===== src/rtl/dram_refresh_sched.sv =====
module dram_refresh_sched #(
  parameter int TICK_CYCLES    = 1900,
  parameter int ROW_W          = 11,
  parameter int OWED_W         = 4,
  parameter int URGENT_AT      = 8,
  parameter int INIT_REFRESHES = 8,
  parameter int T_LEAD         = 2,
  parameter int T_RAS          = 7,
  parameter int T_PRE          = 5
) (
  input  logic             clk,
  input  logic             rst_n,
  input  logic             ras_only_i,
  input  logic             gnt_i,
  output logic             rq_o,
  output logic             urgent_o,
  output logic             init_done_o,
  output logic             busy_o,
  output logic             ras_n_o,
  output logic             cas_n_o,
  output logic             addr_oe_o,
  output logic [ROW_W-1:0] row_o
);
  localparam int T_TOT  = T_LEAD + T_RAS + T_PRE;
  localparam int TMR_W  = $clog2(TICK_CYCLES + 1);
  localparam int STEP_W = $clog2(T_TOT + 1);
  localparam int INIT_W = $clog2(INIT_REFRESHES + 1);
  localparam logic [TMR_W-1:0]  TMR_LAST = TMR_W'(TICK_CYCLES - 1);
  localparam logic [STEP_W-1:0] RAS_ON   = STEP_W'(T_LEAD);
  localparam logic [STEP_W-1:0] RAS_OFF  = STEP_W'(T_LEAD + T_RAS);
  localparam logic [STEP_W-1:0] STEP_END = STEP_W'(T_TOT - 1);
  localparam logic [OWED_W-1:0] OWED_MAX = '1;
  localparam logic [OWED_W-1:0] URG_LVL  = OWED_W'(URGENT_AT);

  logic [TMR_W-1:0]  tmr;
  logic [OWED_W-1:0] owed;
  logic [INIT_W-1:0] init_left;
  logic [STEP_W-1:0] step;
  logic              mode_q;

  wire tick      = (tmr == TMR_LAST);
  wire from_init = (init_left != '0);
  wire take      = rq_o && gnt_i;
  wire dec       = take && !from_init;
  wire last      = busy_o && (step == STEP_END);

  assign rq_o        = !busy_o && (from_init || owed != '0);
  assign urgent_o    = (owed >= URG_LVL);
  assign init_done_o = !from_init && rst_n;
  assign ras_n_o     = !(busy_o && step >= RAS_ON && step < RAS_OFF);
  assign cas_n_o     = !(busy_o && !mode_q && step < RAS_OFF);
  assign addr_oe_o   = busy_o && mode_q;

  always_ff @(posedge clk or negedge rst_n) begin
    if (!rst_n) tmr <= '0;
    else        tmr <= tick ? '0 : tmr + 1'b1;
  end

  always_ff @(posedge clk or negedge rst_n) begin
    if (!rst_n)
      owed <= '0;
    else if (tick && !dec && owed != OWED_MAX)
      owed <= owed + 1'b1;
    else if (!tick && dec)
      owed <= owed - 1'b1;
  end

  always_ff @(posedge clk or negedge rst_n) begin
    if (!rst_n)                 init_left <= INIT_W'(INIT_REFRESHES);
    else if (take && from_init) init_left <= init_left - 1'b1;
  end

  always_ff @(posedge clk or negedge rst_n) begin
    if (!rst_n) begin
      busy_o <= 1'b0;
      step   <= '0;
      mode_q <= 1'b0;
      row_o  <= '0;
    end else if (take) begin
      busy_o <= 1'b1;
      step   <= '0;
      mode_q <= ras_only_i;
    end else if (last) begin
      busy_o <= 1'b0;
      if (mode_q) row_o <= row_o + 1'b1;
    end else if (busy_o) begin
      step <= step + 1'b1;
    end
  end
endmodule


===== config.mk =====
export PLATFORM = sky130hd
export DESIGN_NAME = dram_refresh_sched
export DESIGN_NICKNAME = d
export VERILOG_FILES = /design/src/rtl/dram_refresh_sched.sv
export SDC_FILE = /design/constraint.sdc
export NUM_CORES = 1
export LEC_CHECK = 0
export ABC_AREA = 1
export BUFFER_PORTS_ARGS = -buffer_cell sky130_fd_sc_hd__buf_2
export CORE_MARGIN = 1
export CORE_UTILIZATION = 50
export DETAILED_ROUTE_END_ITERATION = 10
export HOLD_SLACK_MARGIN = 0.15
export PLACE_DENSITY = 0.76
export SLEW_MARGIN = 15
export SYNTH_ARGS = -nofsm -noshare
export SYNTH_HDL_FRONTEND = slang
export SYNTH_SLANG_ARGS = --single-unit

===== constraint.sdc =====
create_clock -name clk -period 3.7 [get_ports clk]
set_clock_uncertainty 0.05 [all_clocks]
set_input_delay 0.37 -clock clk [delete_from_list [all_inputs] [get_ports clk]]
set_output_delay 0.37 -clock clk [all_outputs]
set_load 0.02 [all_outputs]

# After elaboration in Yosys (flattened, before gate mapping)
# Cells that the tools add are included.
# classes
n_eq_ne,4
addsub,6
reduce_logical,29
shift,0
n_mux,8
div_mod_pow,0
n_lt_le_gt_ge,3
n_bitwise,1
multipliers,0
# op_table
op,count
11-bit by 1-bit adder with 11-bit output (second input constant),2
4-bit two-way mux,5
1-bit logical AND,14
11-bit == test (second input constant),1
11-bit two-way mux,1
4-bit by 1-bit adder with 4-bit output (second input constant),2
4-bit nonzero test,2
4-bit by 1-bit subtractor with 4-bit output (second input constant),2
1-bit logical NOT,7
2-bit nonzero test,3
4-bit == test (second input constant),1
4-bit by 2-bit greater-or-equal comparator with 1-bit output (second input constant),1
4-bit greater-or-equal comparator (second input constant),1
4-bit < comparator (second input constant),1
4-bit != test (second input constant),1
3-bit AND reduction,1
1-bit two-way mux,2
2-bit != test (second input constant),1
2-bit AND reduction,1
1-bit logical OR,1
1-bit NOT,1
# word_totals
elab_cells,58
mem_count,0
mem_bits_ro,0
latch_bits,0
ff_bits,36
ramBits,0
output_inout_bits,18
in_bits,4

# Logic depth before layout (Yosys ltp)
# Gate-level depths: netlist of run 1.
# logic_depth
depth_word,9
depth_mapped,14
mapped_depth_nobuf,14

# Worst setup path after synthesis of run 1
# Ideal clock, no wire load.
# synth_timing
path_kind,reg-to-reg
startpoint,register tmr[0]
endpoint,register owed[3]
required_ps,3533
n_path_buf,0
synth_period_minus_slack_ps,2185
arrival_ps,2018
stages_incl_launch_ff,15
setup_slack_ps,1515
setup_time_ps,117
cell_sequence,dfrtp_1 -> ha_1 -> inv_1 -> nor2_1 -> inv_1 -> nor4_1 -> nand2_1 -> ha_1 -> a21o_1 -> a21oi_1 -> inv_1 -> nand2_1 -> nand2_1 -> nand2_1 -> nand2_1
# synth_between
elab_chain_cells,4
word_cells_on_any_way,7
cone_classes,1 x eq/ne; 1 x mux; 5 x reduce/logical
# synth_lines
element,line,source
from (decl),35,logic [TMR_W-1:0] tmr;
from (signal assigned),56,else tmr <= tick ? '0 : tmr + 1'b1;
11-bit == test (*),41,wire tick = (tmr == TMR_LAST);
1-bit logical AND or 1-bit logical NOT (tied branches),"62, 64",
"1-bit logical AND, on equally long branches","62, 64",
4-bit two-way mux or 2-bit nonzero test (tied branches),-,
to (signal assigned),63,owed <= owed + 1'b1;
to (signal assigned),65,owed <= owed - 1'b1;
to (decl),36,logic [OWED_W-1:0] owed;
# Mark *: on every way between the ends. The rest lies on a longest branch, timed or not.
# A chain may end at the register's enable or synchronous reset.

# Final worst setup path of run 1
# Same ends and word-level chain as after synthesis.

==> results.md, run 1 <==
- The flow ran to the end, and the final reports show no timing, DRC or antenna violations.
- The area of the core region is ~3800 um2.
- The remaining global-route overflow is 0.
- The most used flip-flop cell after synthesis is sky130_fd_sc_hd__dfrtp_1.
- The count of nets left with antenna violations once routing finished came out at 0.
- The cell area that synthesis handed to floorplanning was just over 2000 um2.
- The tightest hold path in the finished design has a slack of roughly 0.23 ns.
- The count of vias placed by the detailed router is between 1500 and 2000.
- Walking the worst path, the cells encountered are ha_1 > inv_1 > nor2_1 > inv_1 > nor4_1 > nand2_1 > ha_1 > a21o_1 > a21oi_1 > inv_1 > nand2_1 > nand2_1 > nand2_1 > nand2_1.
- The ratio of routed vias to standard cells is 4.897.
- The required time of the worst setup path is ~3.8 ns.
- The kind of cell with the highest combined delay on the critical path is simple AND/OR/NAND/NOR gates.
- The fraction of registers with async set or reset after synthesis is 100.0%.
- After clock tree synthesis, the clock-pin slew on the worst setup and hold paths is approximately 0.06 ns.
- Counting every net in the synthesized netlist gives about 250.
- The count of hold buffers inserted by post-cts repair is 1.
- The critical path arrival is 2.49 ns.
- The source-to-sink clock delay at the later pin of the worst-skew pair is about 0.28 ns.
- The deepest clock path buffer count is 2.
- The overall die width is approximately 66 um.
- The final-report hold violation count was 0.
- Post-CTS timing repair inserted 0 buffers for setup.
- Including well taps, the total number of placed cells is slightly above 300.
- The endpoint identified for the worst register-to-register timing path is owed[3].
- The type of the worst min-delay path is in2reg.
- The number of enable flip-flop cells after synthesis is 0.
- The start-to-end type of the worst setup path is reg2reg.
- VDD sags by at most around 0.49 mV.
- For flop-to-flop paths, the worst setup slack is 1.34 ns.
- The DRC marker count from the first detailed-route iteration is 43.
- The post-synthesis instance total is roughly 230.
- The met1 track demand over resource in global routing is between 20% and 30%.
- met2 is the most crowded layer.
- On the worst path, the slowest cell contributes a delay of 0.40 ns.
- The post-CTS resize count is 0.
- The combined area of the multi-input logic cells is roughly 980 um2.
- The worst setup path is launched from a flip-flop.
- In the final routed layout, each cell accounts on average for about 11 um.
- The Yosys step of the flow raised 0 warnings.
- The total buffers and inverters traversed by the critical path is 3.
- Measured against its own limit, the worst slew margin works out to a little over two thirds.
- Leaving out filler cells and counting taps, the final layout contains 310.
- The depth of the worst register-to-register path is 14.
- The routed wire length is approximately 3300 um.
- Power spread over the standard cell area amounts to 517.5 nW/um2.
- Tracing the worst setup path back leads to its startpoint at tmr[0].
- Setup repair after global routing left no endpoint under its margin.
- The deepest level of the CTS H-tree is 2.
- Row generation in the floorplan step produced 22 rows.
- After synthesis, the cell types taking the most area are sky130_fd_sc_hd__dfrtp_1, sky130_fd_sc_hd__nand2_1, sky130_fd_sc_hd__inv_1.
- The CTS tree is yes.
- The number of max-cap violations is 0.
- The total iterations of the first detailed-routing run is 5.
- The floorplan step defined a die boundary enclosing ~4300 um2.
- The post-route clock period utilization is a little under two thirds.
- For this run, the register share of the synthesized area comes to 44.56%.
- The design draws around 1.2 mW.
- During placement, the flow inserted port buffers numbering 21.
- In the final timing run, aggregate negative setup slack is 0 ns.
- The final layout contains ~280 nets.
- Derived from the worst setup path, the maximum achievable clock frequency is around 420 MHz.
- The count of fill cells added during filler insertion is 326.
- In this run the critical register-to-register path is launched from tmr[0].
- The via count of the first global-routing pass came to ~1400.
- The number of max-slew violations in the final report came to 0.
- Setup violations remaining at the end of the flow were counted as 0.
- The worst path in the final design needs a cycle of 2.360 ns, including I/O delays and setup.
- The number of antenna violations at the first check in global routing was 0.
- In this design, the critical path's most frequently occurring cell is sky130_fd_sc_hd__nand2_1.
- Of all nets on the critical path, the largest fanout is 5.
- The slowest stage of the critical path belongs to the cell sky130_fd_sc_hd__dfrtp_1.
- The most frequent cell after synthesis is sky130_fd_sc_hd__nand2_1.
- The number of distinct standard cells referenced by the synthesized netlist is 35.
- The synthesized design devotes to its leading area cell type approximately 43% of total area.
- The number of buffers created by CTS is 5.
- The fraction of final layout cells sized beyond drive strength 1 is approximately 23%.
- Sorting the synthesized cells by how often they occur yields sky130_fd_sc_hd__nand2_1, sky130_fd_sc_hd__dfrtp_1, sky130_fd_sc_hd__inv_1.
- Global routing used 28.57% of the available met2 tracks.
- Across the whole layout, storage elements account for ~900 um2.
- The total leakage power is ~1.2 nW.
- In the routed design, unresolved DRC markers number 0.
- Entering global routing, the biggest net connects 38 pins.
- The measured slew at the worst slew-check pin is around 0.45 ns.
- The end point of the critical path is owed[3].
- The clock root buffer is sky130_fd_sc_hd__clkbuf_8.
- During I/O placement, the number of pins put on the boundary was 22.
- A synthesized cell averages 8.651 um2.
- The number of diodes added for antenna fixing is 0.
- The capturing element type of the critical path is a flip-flop.
- At the end of routability-driven placement, the weighted congestion stood at around 0.84.
- The area growth from synthesis to layout is 12.11%.
- The critical path runs through a total of 14 cells.
- sky130_fd_sc_hd__dfrtp_1 takes more of the synthesized area than any other cell.
- Once the floorplan was initialized, standard cells occupied between 50% and 60% of the core.
- After synthesis the netlist holds a flip-flop and latch count of 36.
- The wire length of the first global-routing pass is between 5000 and 6000 um.
- In the global route stage, met3 resource usage came out at under 10%.
- The clock sink total is 36.
- The floorplan die height is 65.63 um.
- In the global route stage, overall resource usage came out at between 15 and 20%.
- The placed wire-length estimate is 2467 um.
sequential cells by signal, indices dropped and copies added (netlist names):
signal     count
row_o         11
tmr           11
init_left      4
owed           4
step           4
busy_o         1
mode_q         1
logic make-up after synthesis:
group / Yosys count / synth area share, %
adders and majority gates: 10 / 6.551
DFF: 36 / 44.56
and+or+nand+nor: 120 / 30.35
AOI/OAI and AO/OA: 16 / 4.698
buffers and inverters: 37 / 7.231
muxes: 1 / 0.5562
xor gates and xnor gates: 14 / 6.057
per-layer routing:
metal	routed length, um	vias up	share of wire, %
li1	-	793	-
met1	1605	695	48
met2	1558	23	47
met3	111	7	3.3
met4	69	0	2.1
met5	0	-	0
placed cells by master (no fill, tap or decap), types with 2 or more instances in the layout:
cell / n
sky130_fd_sc_hd__nand2_1: 45
sky130_fd_sc_hd__dfrtp_1: 35
sky130_fd_sc_hd__inv_1: 32
sky130_fd_sc_hd__nor2_1: 27
sky130_fd_sc_hd__buf_2: 21
sky130_fd_sc_hd__nand3_1: 16
sky130_fd_sc_hd__xor2_1: 11
sky130_fd_sc_hd__nand2_2: 10
sky130_fd_sc_hd__ha_1: 9
sky130_fd_sc_hd__a21oi_1: 7
sky130_fd_sc_hd__nor2_2: 6
sky130_fd_sc_hd__clkbuf_8: 5
sky130_fd_sc_hd__o21ai_1: 4
sky130_fd_sc_hd__inv_2: 3
sky130_fd_sc_hd__xnor2_1: 3
sky130_fd_sc_hd__nand4_1: 3
sky130_fd_sc_hd__nor3_2: 2
sky130_fd_sc_hd__nor3_1: 2
metrics by stage:
stage,setup slack [ns],instance area [um2],utilization [%]
4_1_cts,1.339,2270,60.19
6_report,1.340,2270,60.19
3_5_place_dp,1.334,2182,57.86
5_1_grt,0.9611,2270,60.19
2_1_floorplan,1.515,2024,-
3_3_place_gp,1.430,2182,57.86
worst min-delay path by stage:
stage / start / endpoint / slack [ns] / cells after the start
floorplan: rst_n / busy_o / 0.02 / 0
global placement: rst_n / owed[2] / 0.39 / 2
detailed placement: rst_n / owed[0] / 0.39 / 2
CTS: ras_only_i / mode_q / 0.22 / 3
global route: ras_only_i / mode_q / 0.23 / 3
finish: ras_only_i / mode_q / 0.23 / 3
area by class of cell:
| type | count | area share, % |
|---|---|---|
| clock inverters | 1 | 0.2205 |
| repair buffers | 23 | 5.402 |
| clock buffers | 6 | 3.197 |
| flip-flops and latches | 36 | 39.75 |
| inverters | 35 | 5.788 |
| multi-input cells | 161 | 43.00 |
| well taps | 48 | 2.646 |
worst min-delay path, stage by stage:
cell	delay, ns
sky130_fd_sc_hd__buf_2	0.07
sky130_fd_sc_hd__nand2_1	0.04
sky130_fd_sc_hd__nand2_1	0.04
power breakdown:
group / total (mW) / leakage [nW] / switching [mW] / internal [mW]
Combinational: 0.393 / 0.673 / 0.256 / 0.137
Sequential: 0.524 / 0.465 / 0.0628 / 0.462
Clock: 0.257 / 0.0410 / 0.129 / 0.128
No activity file was read; power rests on OpenSTA's default activity.
==> run 2, diff against run 1 <==
Settings changed: ABC_AREA 1 to 0, PLACE_DENSITY 0.76 to 0.79.
Clock period 3.7 ns to 1.9 ns, I/O delays scaled along.
==> results.md, run 2 <==
- The peak ir drop on the vdd network is 0.7552 mV.
- For this block, the initial DRC count from the detailed router was 74.
- During synthesis, Yosys emitted a total of 0 warnings.
- Once detail routing completed, the nets flagged for antenna violations numbered 0.
- The via count of the first global-routing pass came to approximately 1700.
- The worst setup timing slack at the placement stage is -0.3853 ns.
- The fraction of registers with async set or reset after synthesis is 100.0%.
- At the end of routability-driven placement, the weighted congestion stood at 0.8693.
- The net switching fraction of the power is ~34%.
- Together, buffers and inverters on the worst path number 1.
- Synthesis inferred 36 register bits.
- The combinational family with the most area after synthesis is simple AND/OR/NAND/NOR gates.
- The die area is slightly above 4000 um2.
- The highest layer used for signal routing is met4.
- For this run, the number of standard cells in the final layout without fillers is approximately 300.
- Subtracting the final worst setup slack from the clock period gives 2.282 ns.
- The length of routed met3 wiring is between 200 and 250 um.
- The effective utilization at floorplan is 54.47%.
- The clock sink total is 36.
- The placed wire-length estimate is 3153 um.
- The kind of cell with the highest combined delay on the critical path is simple AND/OR/NAND/NOR gates.
- The number of antenna violations at the first check in global routing is 0.
- For the pin with the worst max-slew slack, the measured transition is approximately 0.45 ns.
- Along the worst path, the maximum fanout reaches 3.
- In the synthesized netlist the dominant register cell turns out to be sky130_fd_sc_hd__dfrtp_1.
- The die is roughly 63 um tall.
- The number of nets handed over by synthesis was about 190.
- For this run, design rule violations remaining after detail routing come to 0.
- The path class of the tightest hold or removal check is reg2reg.
- The most frequent cell on the critical path is sky130_fd_sc_hd__a21o_1.
- In this run the mean area of a mapped cell was roughly 11 um2.
- The number of placed instances with taps included is 275.
- The number of buffer cells added on primary ports is 21.
- The number of stages on the worst setup path is 10.
- The total net switching power is approximately 0.92 mW.
- The mapped netlist covers 1889 um2.
- The upper clock frequency limit is 438.3 MHz.
- The source-to-sink clock delay at the later pin of the worst-skew pair is slightly below 0.3 ns.
- The number of max-cap violations is 0.
- 0 antenna diodes ended up in the layout.
- In this run the tightest slew margin relative to its limit is 69.99%.
- The global router's overall resource usage is between 20% and 30%.
- The final design utilization is between 70% and 80%.
- The share of synthesized cell area in full adder, half adder and majority cells is between 7 and 8%.
- The sequential cell area is between 900 and 1000 um2.
- Setup repair after global routing could not meet its margin everywhere.
- The portion of netlist area occupied by mux cells is about 5.3%.
- Yosys mapped a number of flops with a built-in enable equal to 0.
- TritonCTS created 5 clock buffers.
- The critical path starts at init_left[0].
- The flow ran to the end, but the final reports show violations.
- The beginning of the worst register-to-register path is init_left[0].
- The total iterations of the first detailed-routing run is 4.
- The routed length on met2 is about 2500 um.
- The CTS tree is yes.
- The internal power of the cells totals 1.775 mW.
- The top cell type's share of synthesized area is between 40% and 50%.
- The combined area of the multi-input logic cells is about 1000 um2.
- In the final routed layout, each cell accounts on average for around 16 um.
- The most common cell after layout, fill and taps aside is sky130_fd_sc_hd__buf_4.
- Ranked by total cell area, the synthesized netlist is headed by sky130_fd_sc_hd__dfrtp_1, sky130_fd_sc_hd__ha_1, sky130_fd_sc_hd__xnor2_1.
- The routed wire length is 4873 um.
- The wire length the detailed router placed on met1 is roughly 2000 um.
- In this run, the clock network consumes between 20% and 30% of the power.
- The final reports fail on setup timing.
- For the worst setup path, the data required time is 2.07 ns.
- Ranked by instance count, the synthesized netlist is headed by sky130_fd_sc_hd__dfrtp_1, sky130_fd_sc_hd__nand2_1, sky130_fd_sc_hd__nand3_1.
- Fill cells in the final layout number roughly 230.
- The wire length of the first global-routing pass is 8031 um.
- The capture instance of the worst register-to-register path is owed[3].
- The capturing element type of the critical path is a flip-flop.
- The number of top-level pins is 22.
- The depth of the worst register-to-register path is 10.
- The core region is around 3500 um2.
- The start-to-end type of the worst setup path is reg2reg.
- The final-report hold violation count came to 0.
- The cell row count is 21.
- The slowest stage of the critical path is the sky130_fd_sc_hd__or4_1 cell.
- The analysis attributes to cell leakage a power of 1.278 nW.
- The share of total power dissipated in sequential elements is 37.7%.
- The simple logic cell fraction of the synthesized area is a little under a quarter.
- The sequential fraction of the synthesis area is 47.75%.
- Compared with the post-synthesis result, the final layout area differs by 39.14%.
- Setup violations remaining at the end of the flow were counted as 4.
- The most frequent cell after synthesis is sky130_fd_sc_hd__dfrtp_1.
- The deepest clock path buffer count is 2.
- The clock root buffer is sky130_fd_sc_hd__clkbuf_8.
- Summed over all instances, the cell type with the most area after synthesis is sky130_fd_sc_hd__dfrtp_1.
- The clock-pin slew of the registers on the worst-case setup and hold paths is 0.08 ns.
- The remaining global-route overflow is 0.
- The count of vias placed by the detailed router is 1618.
- The fraction of final layout cells sized beyond drive strength 1 is between 30% and 40%.
- Data arrives at the worst endpoint at 2.45 ns.
- In the final layout, the registers with the most flip-flops are row_o (11), tmr (11).
- The end point of the critical path is owed[3].
- After technology mapping, the gate count stands at 178.
- Traced cell by cell, the critical path runs through inv_1 > ha_2 > nor3b_4 > nand3b_1 > nand2_2 > ha_4 > a21o_1 > a21o_1 > or4_1 > nand4b_1.
- After Yosys synthesis, XOR and XNOR cells account for 10.20% of the synthesized area.
- The number of max-slew violations in the final report is 0.
- The post-layout net count is 266.
- The launching element type of the critical path is a flip-flop.
- The worst stage delay on the critical path is between 0.4 and 0.5 ns.
- The setup slack after layout is -0.3817 ns.
- Per report_power, the combinational group accounts for between 30% and 40% of the total.
- The top cell types in the final layout, fill and taps aside, are sky130_fd_sc_hd__buf_4, sky130_fd_sc_hd__dfrtp_1, sky130_fd_sc_hd__buf_2, sky130_fd_sc_hd__nand2_1.
- The deepest level of the CTS H-tree is 2.
- Entering global routing, the biggest net connects 37 pins.
- The reg-to-reg setup timing slack is -0.38 ns.
- Summing the areas of all compound-gate instances in the mapped netlist gives under 10% of the synthesized area.
- After detailed routing, the number of vias per cell comes to 5.411.
- Yosys mapped the design onto 38 distinct sky130hd cell types.
- The overall die width is about 63 um.
- Dividing the final minimum period by the clock period gives 120.1%.
- The total power density per cell area is between 1000 and 1500 nW/um2.
-- run 2: cell count changes in the layout (fill, tap and decap cells not counted), moves of 5 or more --
| cell | before | now |
|---|---|---|
| sky130_fd_sc_hd__inv_1 | 32 | 7 |
| sky130_fd_sc_hd__xnor2_1 | 3 | 12 |
| sky130_fd_sc_hd__o21ai_0 | 0 | 6 |
| sky130_fd_sc_hd__nand2_1 | 45 | 13 |
| sky130_fd_sc_hd__and2_1 | 0 | 5 |
| sky130_fd_sc_hd__nor2_1 | 27 | 12 |
| sky130_fd_sc_hd__nand2_2 | 10 | 1 |
| sky130_fd_sc_hd__buf_4 | 1 | 45 |
| sky130_fd_sc_hd__nor2_2 | 6 | 0 |
-- run 2: repair_timing --
action                                  CTS  global route
buffers inserted                          8             7
resized for setup                        10             5
hold endpoints to repair                 36             0
pin swaps                                 5             4
hold buffers                              2             0
endpoints found under the setup margin    4             5
-- run 2: power by group through the flow --
stage	Sequential [mW]	Clock (mW)	Combinational, mW
6_report	1.02	0.668	1.01
5_1_grt	1.03	0.713	1.11
4_1_cts	1.01	0.677	0.923
3_5_place_dp	1.03	0	0.869
3_3_place_gp	1.02	0	0.816
2_1_floorplan	1.05	0	0.504
-- run 2: per-layer routing --
layer,up-vias,GRT usage [%]
li1,769,-
met1,776,30.25
met2,58,47.87
met3,15,5.616
met4,0,13.07
met5,-,0
-- run 2: logic make-up (layout without fill, tap and decap cells) --
group                      count (synthesis)  in the layout
AOI/OAI and AO/OA                         16             16
adders and majority gates                 10             10
buffers and inverters                     10             85
xor gates and xnor gates                  22             22
DFF                                       36             36
muxes                                      8              8
and+or+nand+nor                           76             76
-- run 2: worst min path at each step --
stage / startpoint / end / slack [ns] / cells after the start
floorplan: rst_n / busy_o / -0.16 / 0
global placement: rst_n / row_o[0] / 0.23 / 2
detailed placement: rst_n / mode_q / 0.25 / 2
CTS: row_o[10] / row_o[10] / 0.43 / 1
global route: row_o[10] / row_o[10] / 0.44 / 1
finish: row_o[10] / row_o[10] / 0.42 / 1
-- run 2: final cells by class --
| type | instances | area share, % |
|---|---|---|
| clock inverters | 2 | 1.333 |
| flip-flops and latches | 36 | 34.41 |
| clock buffers | 6 | 2.761 |
| well taps | 46 | 2.189 |
| multi-input cells | 132 | 39.89 |
| inverters | 8 | 1.142 |
| repair buffers | 69 | 18.28 |
-- run 2: through the flow --
step | TNS, ns | hold slack (ns) | cell area, um2 | power, mW
2_1_floorplan | -0.7305 | -0.1556 | 1936 | 1.550
3_3_place_gp | -0.6660 | 0.2281 | 2330 | 1.833
3_5_place_dp | -0.9317 | 0.2500 | 2330 | 1.896
4_1_cts | -0.9792 | 0.4251 | 2570 | 2.610
5_1_grt | -1.498 | 0.4439 | 2629 | 2.854
6_report | -1.063 | 0.4154 | 2629 | 2.695
